$ cat config.mk
export PLATFORM = sky130hd
export DESIGN_NAME = dec_timer
export DESIGN_NICKNAME = d
export VERILOG_FILES = /design/src/rtl/dec_timer.sv
export SDC_FILE = /design/constraint.sdc
export NUM_CORES = 1
export LEC_CHECK = 0
export BUFFER_PORTS_ARGS = -buffer_cell sky130_fd_sc_hd__buf_4
export CORE_UTILIZATION = 40
export DETAILED_ROUTE_END_ITERATION = 16
export MAX_ROUTING_LAYER = met4
export PLACE_DENSITY = 0.67
export SETUP_SLACK_MARGIN = 0.3
export SYNTH_ARGS = -nofsm -noshare
export SYNTH_HDL_FRONTEND = slang
export SYNTH_SLANG_ARGS = --single-unit
export TNS_END_PERCENT = 30
$ cat constraint.sdc
create_clock -name clk -period 3.1 [get_ports clk]
set_clock_uncertainty 0.1 [all_clocks]
set_input_delay 0.62 -clock clk [delete_from_list [all_inputs] [get_ports clk]]
set_output_delay 0.62 -clock clk [all_outputs]
set_load 0.01 [all_outputs]
$ cat src/rtl/dec_timer.sv
module dec_timer #(
  parameter int W = 32
) (
  input  logic         clk,
  input  logic         rst_n,
  input  logic         tick,
  input  logic         cnt_we,
  input  logic [W-1:0] cnt_wdata,
  input  logic         rld_we,
  input  logic [W-1:0] rld_wdata,
  input  logic         ctl_we,
  input  logic [1:0]   ctl_wdata,
  input  logic         flag_clr_we,
  input  logic         flag_clr_wdata,
  output logic [W-1:0] cnt,
  output logic [W-1:0] rld,
  output logic [1:0]   ctl,
  output logic         flag,
  output logic         irq
);
  localparam logic [W-1:0] ONE = W'(1);

  logic at_one, expire, arm;

  assign at_one = (cnt == ONE);
  assign expire = tick && at_one && !cnt_we;
  assign arm    = ctl[1];
  assign irq    = flag && ctl[0];

  always_ff @(posedge clk) begin
    if (!rst_n) begin
      cnt <= '0;
    end else if (cnt_we) begin
      cnt <= cnt_wdata;
    end else if (tick && cnt != '0) begin
      if (at_one && arm) cnt <= rld;
      else               cnt <= cnt - ONE;
    end
  end

  always_ff @(posedge clk) begin
    if (!rst_n)      rld <= '0;
    else if (rld_we) rld <= rld_wdata;
  end

  always_ff @(posedge clk) begin
    if (!rst_n)      ctl <= '0;
    else if (ctl_we) ctl <= ctl_wdata;
  end

  always_ff @(posedge clk) begin
    if (!rst_n)                             flag <= 1'b0;
    else if (expire)                        flag <= 1'b1;
    else if (flag_clr_we && flag_clr_wdata) flag <= 1'b0;
  end
endmodule


==> flow_metrics.env, run 1 <==
export IMPL_crit_path_start_kind="flip-flop"
export IMPL_setup_tns_ps=0
export IMPL_numCtsBuffers=9
export IMPL_fin_crit_ps=2640
export IMPL_stdcell_count=719
export IMPL_ioPinCount=142
export IMPL_cp_slowest_cell="or3b_2"
export IMPL_cp_arrival_ps=2760
export IMPL_hold_violations=0
export IMPL_cap_violations=0
export IMPL_fin_crit_sh=0.850
export IMPL_path_buf_inv=2
export IMPL_grt_ovfl_total=0
export IMPL_drtPass1Iterations=4
export IMPL_synthArstFlopShare=0
export IMPL_cts_tree="yes"
export IMPL_clock_root_buffer="clkbuf_8"
export IMPL_post_dp_hpwl_um=8790
export IMPL_drc=0
export IMPL_synth_flop_cell="dfxtp_1"
export IMPL_initial_core_util=0.415
export IMPL_worst_pin_slew_ps=889
export IMPL_coreArea_sq_um=9280
export IMPL_max_freq_mhz=379
export IMPL_cp_max_fo=11
export IMPL_yosysUniqueCellTypes=61
export IMPL_p_leak_uw=0.00233
export IMPL_h_tree_depth=3
export IMPL_layout_commonest_cell="buf_4"
export IMPL_via_count=3894
export IMPL_layout_drive_gt1_share=0.325
export IMPL_endpoint_kind="flip-flop"
export IMPL_clk_pin_slew_ps=70
export IMPL_rsz0062_at_grt="false"
export IMPL_insertion_delay_ps=340
export IMPL_nFillCells=907
export IMPL_viasPerCell=5.42
export IMPL_ctsLongestPathBuffers=2
export IMPL_setup_viol=0
export IMPL_std_cell_rows=35
export IMPL_drtAntennaViolNets=0
export IMPL_post_cts_buffers=0
export IMPL_grtUsageMet1=0.327
export IMPL_syn_nets=527
export IMPL_cts_hold_buf=0
export IMPL_yosysSeqAreaShare=0.348
export IMPL_numPortBuffers=141
export IMPL_synth_seq_cells=67
export IMPL_mostFrequentLayoutCells="153 x buf_4, 67 x dfxtp_1, 37 x mux2i_1"
export IMPL_post_place_cells=703
export IMPL_syn_avg_cell_area_sq_um=8.55
export IMPL_grt_max_degree=70
export IMPL_cts_resized=0
export IMPL_synth_edf_count=0
export IMPL_dieHeight_um=100
export IMPL_gp_congestion=0.944
export IMPL_diodes=0
export IMPL_hold_path_class="primary input to flip-flop"
export IMPL_slowest_delay_ps=530
export IMPL_grt_pass1_wl_um=19300
export IMPL_final_area_sq_um=5270
export IMPL_die_w_um=100
export IMPL_drt_iter0_drc=150
export IMPL_grtUsageMet2=0.406
export IMPL_wire_per_inst_um=17.0
export IMPL_ir_drop_mv=0.228
export IMPL_path_class="flip-flop to flip-flop"
export IMPL_die_area_sq_um=10000
export IMPL_cts_sinks=67
export IMPL_p_per_area_nw_per_um2=453
export IMPL_crit_required_ps=3230
export IMPL_synth_area_sq_um=3860
export IMPL_yosysWarnings=0
export IMPL_area_delta_synth_final_pct=36.6
export IMPL_slew_viol_final=0
export IMPL_grt_most_used_layer="met2"
export IMPL_syn_inst=451
export IMPL_grt_antenna_before_repair=0
export IMPL_dpl_cell_area_sq_um=5030
export IMPL_relSlewSlack=0.405
export IMPL_status="finished, final reports clean"
export IMPL_track_usage=0.253
export IMPL_nets=661
export IMPL_drt_wl_total_um=12200
export IMPL_met3_usage=0.0487
export IMPL_grt_pass1_vias=3743
export IMPL_critical_path_top_delay_family="simple AND/OR/NAND/NOR gates"
export IMPL_crit_chain="inv_1 > ha_1 > or3b_2 > o41ai_4 > buf_4 > nand2_1 > o21ai_0 > a21oi_1"
-- final timing paths --
check | endpoint | cells past startpoint | from | slack (ps)
setup / recovery | cnt[1] | 8 | cnt[1] | 460
hold / removal | cnt[3] | 2 | cnt_wdata[3] | 400
setup reg to reg | cnt[1] | 8 | cnt[1] | 460
hold reg to reg | cnt[29] | 2 | cnt[29] | 410
-- cells in the mapped netlist, types with 2 or more instances --
master,count,area [sq um]
o221a_2,2,22.5
nor4_1,5,31.3
o211ai_1,6,45.0
buf_6,3,33.8
nand2b_1,3,18.8
mux2i_1,37,370
xnor2_1,9,78.8
buf_2,4,20.0
nor4_4,3,63.8
o211a_1,2,20.0
nand4_1,6,37.5
a211o_1,5,43.8
nor2b_1,36,225
nor3_1,17,85.1
o21ai_0,32,160
ha_1,2,25.0
a2bb2oi_1,2,17.5
a21boi_1,3,22.5
o21ai_1,2,10.0
a31oi_1,7,43.8
nand3b_1,2,15.0
dfxtp_1,67,1340
nor2_1,25,93.8
nand3_1,7,35.0
nand2_1,33,124
and3_1,6,37.5
o221ai_1,2,17.5
nor4_2,6,75.1
o31ai_1,3,22.5
clkbuf_1,19,71.3
nor3b_1,2,15.0
or4_4,2,22.5
and2_1,2,12.5
a221oi_1,3,26.3
a21oi_1,31,155
xor2_1,7,61.3
o21a_1,3,22.5
a211oi_1,8,60.1
buf_1,4,15.0
inv_1,7,26.3
or2_2,3,18.8
or3_1,4,25.0
-- power breakdown --
group / internal [uW] / total (uW) / switching (uW)
Clock: 496 / 838 / 341
Combinational: 275 / 543 / 267
Sequential: 919 / 1010 / 86.3
Total: 1690 / 2390 / 695
-- worst reg2reg max path, delay by kind of cell, from the launching register on --
kind / cells / cell delay (ps)
AO/OA/AOI/OAI: 3 / 700
adder cells (fa/ha/maj): 1 / 210
buffers and inverters: 2 / 360
flip-flops: 1 / 350
AND/OR/NAND/NOR: 2 / 810
-- layout make-up --
class	count	area, sq um	share of cell area
clock inverter	4	72.6	0.0138
multi-input combinational	346	2360	0.448
inverter	8	30.0	0.00570
tap	129	161	0.0306
sequential	67	1340	0.255
timing repair buffer	153	1150	0.218
clock buffer	12	155	0.0295
-- metal layers --
layer | up-vias | routed length [um]
met5 | - | 0
met4 | 0 | 123
met3 | 12 | 713
met2 | 129 | 5710
met1 | 1829 | 5670
li1 | 1924 | -
-- sequential cells by signal, summed over array words and instances, names as in the netlist --
name,flops
rld,32
cnt,32
ctl,2
flag,1
-- kinds of logic (layout without fill, tap and decap cells) --
kind of cell | count (synthesis) | in the layout | share of synthesized area
multiplexers | 37 | 37 | 0.0960
adder cells (fa/ha/maj) | 2 | 2 | 0.00649
flip-flops | 67 | 67 | 0.348
AO/OA/AOI/OAI | 121 | 121 | 0.206
XOR/XNOR | 16 | 16 | 0.0363
AND/OR/NAND/NOR | 170 | 170 | 0.263
buffers and inverters | 38 | 177 | 0.0441
-- metrics by stage --
step / setup WS, ps / hold WS, ps / total power (uW) / util
floorplan: 764 / 393 / 1320 / -
global route: 356 / 371 / 2510 / 0.567
global placement: 490 / 393 / 1560 / 0.542
finish: 464 / 397 / 2390 / 0.567
detailed placement: 514 / 406 / 1570 / 0.542
CTS: 502 / 380 / 2400 / 0.567
No activity file was read; power rests on OpenSTA's default activity.
==> run 2: changes to the inputs <==
--- a/config.mk
+++ b/config.mk
@@ -6,10 +6,12 @@
 export NUM_CORES = 1
 export LEC_CHECK = 0
 export BUFFER_PORTS_ARGS = -buffer_cell sky130_fd_sc_hd__buf_4
-export CORE_UTILIZATION = 40
+export CELL_PAD_IN_SITES_DETAIL_PLACEMENT = 1
+export CELL_PAD_IN_SITES_GLOBAL_PLACEMENT = 2
+export CORE_UTILIZATION = 28
 export DETAILED_ROUTE_END_ITERATION = 16
 export MAX_ROUTING_LAYER = met4
-export PLACE_DENSITY = 0.67
+export PLACE_DENSITY_LB_ADDON = 0.1
 export SETUP_SLACK_MARGIN = 0.3
 export SYNTH_ARGS = -nofsm -noshare
 export SYNTH_HDL_FRONTEND = slang
==> run 2 against run 1 <==
Net effect:
- combinational power up 3%
- setup slack better by 54 ps
- clock power up 16%
- fmax up 2.1%
- via count up 1.4%
==> flow_metrics.env, run 2 (synthesis gave the netlist of run 1 again) <==
export IMPL_cts_sinks=67
export IMPL_grtUsageMet2=0.351
export IMPL_grtUsageMet1=0.273
export IMPL_fin_crit_ps=2580
export IMPL_met3_usage=0.0436
export IMPL_nFillCells=1552
export IMPL_grt_antenna_before_repair=0
export IMPL_setup_viol=0
export IMPL_relSlewSlack=0.436
export IMPL_r2r_setup_slack_ps=520
export IMPL_grt_pass1_wl_um=22900
export IMPL_largest_registers="cnt (32), rld (32), ctl (2)"
export IMPL_layout_commonest_cell="buf_4"
export IMPL_die_w_um=119
export IMPL_nets=662
export IMPL_p_leak_uw=0.00236
export IMPL_layout_drive_gt1_share=0.325
export IMPL_cts_hold_buf=0
export IMPL_die_area_sq_um=14200
export IMPL_clock_root_buffer="clkbuf_16"
export IMPL_diodes=0
export IMPL_clk_pin_slew_ps=60
export IMPL_drtAntennaViolNets=0
export IMPL_final_area_sq_um=5390
export IMPL_via_count=3950
export IMPL_status="finished, final reports clean"
export IMPL_track_usage=0.218
export IMPL_cts_tree="yes"
export IMPL_ctsLongestPathBuffers=2
export IMPL_coreArea_sq_um=13300
export IMPL_cp_arrival_ps=2770
export IMPL_drt_iter0_drc=159
export IMPL_path_class="flip-flop to flip-flop"
export IMPL_cp_max_fo=26
export IMPL_endpoint_kind="flip-flop"
export IMPL_hold_violations=0
export IMPL_h_tree_depth=3
export IMPL_p_per_area_nw_per_um2=471
export IMPL_initial_core_util=0.289
export IMPL_crit_path_start_kind="flip-flop"
export IMPL_fin_crit_sh=0.833
export IMPL_drc=0
export IMPL_insertion_delay_ps=350
export IMPL_drt_wl_total_um=14400
export IMPL_dpl_cell_area_sq_um=5100
export IMPL_grt_max_degree=53
export IMPL_multi_input_area_sq_um=2370
export IMPL_hold_path_class="flip-flop to flip-flop"
export IMPL_max_freq_mhz=387
export IMPL_grt_most_used_layer="met2"
export IMPL_setup_tns_ps=0
export IMPL_ioPinCount=142
export IMPL_crit_required_ps=3290
export IMPL_cap_violations=0
export IMPL_dieHeight_um=119
export IMPL_drtPass1Iterations=4
export IMPL_ff_latch_area_sq_um=1340
export IMPL_viasPerCell=5.15
export IMPL_grt_pass1_vias=4158
export IMPL_post_dp_hpwl_um=10600
export IMPL_post_cts_buffers=0
export IMPL_grt_ovfl_total=0
export IMPL_rsz0062_at_grt="true"
export IMPL_area_delta_synth_final_pct=39.9
export IMPL_worst_pin_slew_ps=843
export IMPL_wire_per_inst_um=18.8
export IMPL_mostFrequentLayoutCells="154 x buf_4, 67 x dfxtp_1, 37 x mux2i_1"
export IMPL_numPortBuffers=141
export IMPL_slew_viol_final=0
export IMPL_hold_ws_ps=395
export IMPL_gp_congestion=0.795
export IMPL_numCtsBuffers=9
export IMPL_std_cell_rows=42
export IMPL_ir_drop_mv=0.278
-- run 2: cell count changes in the layout (fill, tap and decap cells not counted), sizes merged --
cell,delta
buf,+1
clkinv,+1
clkinvlp,-1
clkbuf,+2
bufinv,-2
-- run 2: path summary, 6_finish.rpt --
kind / startpoint / endpoint / cells after the start
worst max register to register: cnt[0] / cnt[3] / 8
worst min-delay path: cnt[29] / cnt[29] / 2
worst min register to register: cnt[29] / cnt[29] / 2
worst max-delay path: cnt[0] / cnt[3] / 8
-- run 2: area by class of cell --
type,instances,area share
timing repair buffer,154,0.214
multi-input combinational,346,0.440
tap,176,0.0408
inverter,8,0.00557
clock inverter,2,0.00186
sequential,67,0.249
clock buffer,14,0.0489
-- run 2: report_power, final --
group	switching [uW]	total [uW]	internal, uW	leakage (uW)
combinational	284	562	278	0.00167
sequential	86.5	1010	921	0.000555
clock	388	971	583	0.000137
-- run 2: metal layers --
metal	up-vias	wire length, um
met5	-	0
met4	0	201
met3	14	668
met2	103	6870
met1	1913	6670
li1	1920	-
-- run 2: timing repair --
item | CTS | global route
gates resized for setup | 1 | 2
pin swaps | 0 | 0
setup endpoints to repair | 1 | 9
gates cloned | 0 | 0
-- run 2: worst max-delay path, cell delays in order, from the launching register on --
cell      delay, ps
dfxtp_1         440
ha_1            240
nor4bb_4        360
nand4_1         170
or3_1           370
buf_4           230
and3_1          190
o31ai_1         240
o211a_1         170
-- run 2: through the flow --
stage	utilization	power, uW	cells	setup slack, ps
after floorplan	-	1320	451	764
after CTS	0.403	2580	767	344
after detailed placement	0.382	1590	751	251
after global placement	0.382	1580	751	271
final	0.404	2540	767	518
after global routing	0.404	2690	767	287
==> run 3: changes to the inputs <==
--- a/config.mk
+++ b/config.mk
@@ -5,10 +5,11 @@
 export SDC_FILE = /design/constraint.sdc
 export NUM_CORES = 1
 export LEC_CHECK = 0
+export ABC_AREA = 1
 export BUFFER_PORTS_ARGS = -buffer_cell sky130_fd_sc_hd__buf_4
 export CELL_PAD_IN_SITES_DETAIL_PLACEMENT = 1
 export CELL_PAD_IN_SITES_GLOBAL_PLACEMENT = 2
-export CORE_UTILIZATION = 28
+export CORE_UTILIZATION = 23
 export DETAILED_ROUTE_END_ITERATION = 16
 export MAX_ROUTING_LAYER = met4
 export PLACE_DENSITY_LB_ADDON = 0.1
==> constraint.sdc (replaced) <==
create_clock -name clk -period 2.2 [get_ports clk]
set_clock_uncertainty 0.1 [all_clocks]
set_input_delay 0.44 -clock clk [delete_from_list [all_inputs] [get_ports clk]]
set_output_delay 0.44 -clock clk [all_outputs]
set_load 0.01 [all_outputs]
==> run 3 against run 2 <==
Net effect:
- via count is 24% higher
- cell count grew 39%
- first-iteration DRC count increased by 23%
- final area grew 18%
- area after synthesis rose by 5.8%
- fmax rose by 38%
- synthesized cell count up 47%
- setup slack worse by 190 ps
==> flow_metrics.env, run 3 <==
export IMPL_layout_commonest_cell="buf_4"
export IMPL_stdcell_count=1063
export IMPL_slowest_delay_ps=360
export IMPL_drt_wl_total_um=18100
export IMPL_nets=909
export IMPL_cp_max_fo=7
export IMPL_synth_seq_cells=67
export IMPL_cts_hold_buf=0
export IMPL_min_path_cells=3
export IMPL_track_usage=0.207
export IMPL_cp_arrival_ps=2060
export IMPL_h_tree_depth=3
export IMPL_synth_top_area_frac=0.329
export IMPL_p_leak_uw=0.00300
export IMPL_numCtsBuffers=9
export IMPL_rsz0062_at_grt="true"
export IMPL_rr_endpoint="cnt[31]"
export IMPL_synth_top_area_cell="dfxtp_1"
export IMPL_r2r_setup_slack_ps=330
export IMPL_ctsLongestPathBuffers=2
export IMPL_grt_pass1_vias=4995
export IMPL_endpoint_kind="flip-flop"
export IMPL_grt_pass1_wl_um=27500
export IMPL_hold_path_class="primary input to flip-flop"
export IMPL_setup_viol=0
export IMPL_drtPass1Iterations=4
export IMPL_yosysUniqueCellTypes=31
export IMPL_synth_area_sq_um=4080
export IMPL_gp_congestion=0.842
export IMPL_drt_iter0_drc=196
export IMPL_synth_commonest_cells="174 x nor2_1, 145 x nand2_1, 67 x dfxtp_1"
export IMPL_cts_sinks=67
export IMPL_numPortBuffers=141
export IMPL_slew_viol_final=0
export IMPL_clock_root_buffer="clkbuf_16"
export IMPL_die_w_um=135
export IMPL_coreArea_sq_um=17300
export IMPL_largest_registers="cnt (32), rld (32), ctl (2)"
export IMPL_via_count=4911
export IMPL_drc=0
export IMPL_worst_pin_slew_ps=422
export IMPL_reg2reg_depth=13
export IMPL_wire_per_inst_um=17.0
export IMPL_area_delta_synth_final_pct=55.9
export IMPL_power_uw=4310
export IMPL_p_per_area_nw_per_um2=677
export IMPL_met3_usage=0.0303
export IMPL_std_cell_rows=48
export IMPL_layout_drive_gt1_share=0.333
export IMPL_grt_max_degree=42
export IMPL_synthArstFlopShare=0
export IMPL_grt_antenna_before_repair=0
export IMPL_fin_crit_ps=1870
export IMPL_ioPinCount=142
export IMPL_setup_tns_ps=0
export IMPL_post_dp_hpwl_um=13300
export IMPL_diodes=0
export IMPL_insertion_delay_ps=350
export IMPL_final_core_util=0.368
export IMPL_max_freq_mhz=534
export IMPL_drtAntennaViolNets=0
export IMPL_syn_nets=741
export IMPL_cp_common_cell="nand2_1"
export IMPL_synth_flop_cell="dfxtp_1"
export IMPL_mostFrequentLayoutCells="177 x buf_4, 159 x nor2_1, 138 x nand2_1"
export IMPL_cts_tree="yes"
export IMPL_yosysSeqAreaShare=0.329
export IMPL_crit_chain="nor2_4 > nand2_2 > nor2_4 > nand2_4 > nor2_8 > buf_6 > buf_16 > nand3_1 > nand2_1 > inv_1 > nand2_1 > nand2_1 > a21oi_2"
export IMPL_die_area_sq_um=18300
export IMPL_path_class="flip-flop to flip-flop"
export IMPL_status="finished, final reports clean"
export IMPL_viasPerCell=4.62
export IMPL_cp_slowest_cell="dfxtp_2"
export IMPL_grt_ovfl_total=0
export IMPL_initial_core_util=0.236
export IMPL_hold_ws_ps=211
export IMPL_ir_drop_mv=0.364
export IMPL_fin_crit_sh=0.851
export IMPL_post_place_cells=1031
export IMPL_grt_most_used_layer="met2"
export IMPL_crit_path_start_kind="flip-flop"
export IMPL_grtUsageMet2=0.317
export IMPL_relSlewSlack=0.719
export IMPL_synth_most_common_cell="nor2_1"
export IMPL_hold_violations=0
export IMPL_synth_edf_count=0
export IMPL_r2r_start="cnt[3]"
export IMPL_syn_inst=665
export IMPL_cap_violations=0
export IMPL_synth_area_leaders="dfxtp_1 33%, nor2_1 16%, nand2_1 13%"
export IMPL_yosysWarnings=0
export IMPL_crit_required_ps=2380
export IMPL_syn_avg_cell_area_sq_um=6.14
export IMPL_dieHeight_um=135
export IMPL_min_to="rld[4]"
export IMPL_clk_pin_slew_ps=60
export IMPL_holdCritStartpoint="rld_wdata[4]"
export IMPL_grtUsageMet1=0.277
==> run 3: cell types whose count changed after synthesis, sizes merged, moves of 8 or more <==
cell	change
a211oi	-8
a21oi	+11
inv	+28
mux2i	-37
nand2	+119
nand3	+56
nor2	+158
nor2b	-36
nor3	-18
nor4	-14
o21ai	+16
==> run 3: layout make-up <==
class | instances | area (sq um)
multi-input cells | 531 | 2680
repair buffers | 187 | 1530
flip-flops and latches | 67 | 1370
clock buffers | 10 | 229
fillers | 2218 | 10900
well taps | 225 | 282
inverters | 37 | 149
clock inverters | 6 | 113
==> run 3: what timing repair did <==
item	CTS	global route
resized for setup	34	53
endpoints found under the setup margin	32	33
setup buffers	6	4
gates cloned	3	3
pin swaps	9	15
==> run 3: power by group <==
| group | leakage [uW] | total (uW) | internal, uW | switching (uW) |
|---|---|---|---|---|
| Sequential | 0.000563 | 1440 | 1310 | 127 |
| Combinational | 0.00227 | 1150 | 513 | 636 |
| Clock | 0.000167 | 1720 | 1110 | 608 |
| Total | 0.00300 | 4310 | 2940 | 1370 |
==> run 3: cells by family (layout without fill, tap and decap cells) <==
| group | after synthesis | count (layout) | synth area share |
|---|---|---|---|
| flops | 67 | 67 | 0.329 |
| simple gates | 414 | 417 | 0.432 |
| xor+xnor | 13 | 13 | 0.0279 |
| buf+inv | 70 | 240 | 0.0797 |
| fa+ha+maj | 2 | 2 | 0.00613 |
| compound gates | 99 | 99 | 0.126 |
==> run 3: worst max-delay path: cells and delay by family, from the launching register on <==
kind	cells	cell delay, ps
compound gates	1	120
buf+inv	3	330
simple gates	9	900
flops	1	360
==> run 3: through the flow <==
stage | setup WS (ps) | cell area [sq um]
2_1_floorplan | 394 | 4080
4_1_cts | 288 | 6100
3_5_place_dp | 128 | 5530
5_1_grt | 219 | 6360
3_3_place_gp | 178 | 5530
6_report | 328 | 6360
==> run 3: worst max path at each step <==
stage / cells past startpoint / slack, ps / start / endpoint
6_report: 13 / 330 / cnt[3] / cnt[31]
5_1_grt: 10 / 220 / cnt[8] / cnt[21]
4_1_cts: 10 / 290 / cnt[20] / cnt[22]
3_5_place_dp: 9 / 130 / cnt[20] / cnt[22]
3_3_place_gp: 9 / 180 / cnt[20] / cnt[20]
2_1_floorplan: 12 / 390 / cnt[0] / cnt[13]
==> run 3: layer usage <==
layer | routed length [um] | up-vias
met5 | 0 | -
met4 | 263 | 0
met3 | 688 | 16
met2 | 8340 | 103
met1 | 8830 | 2320
li1 | - | 2472
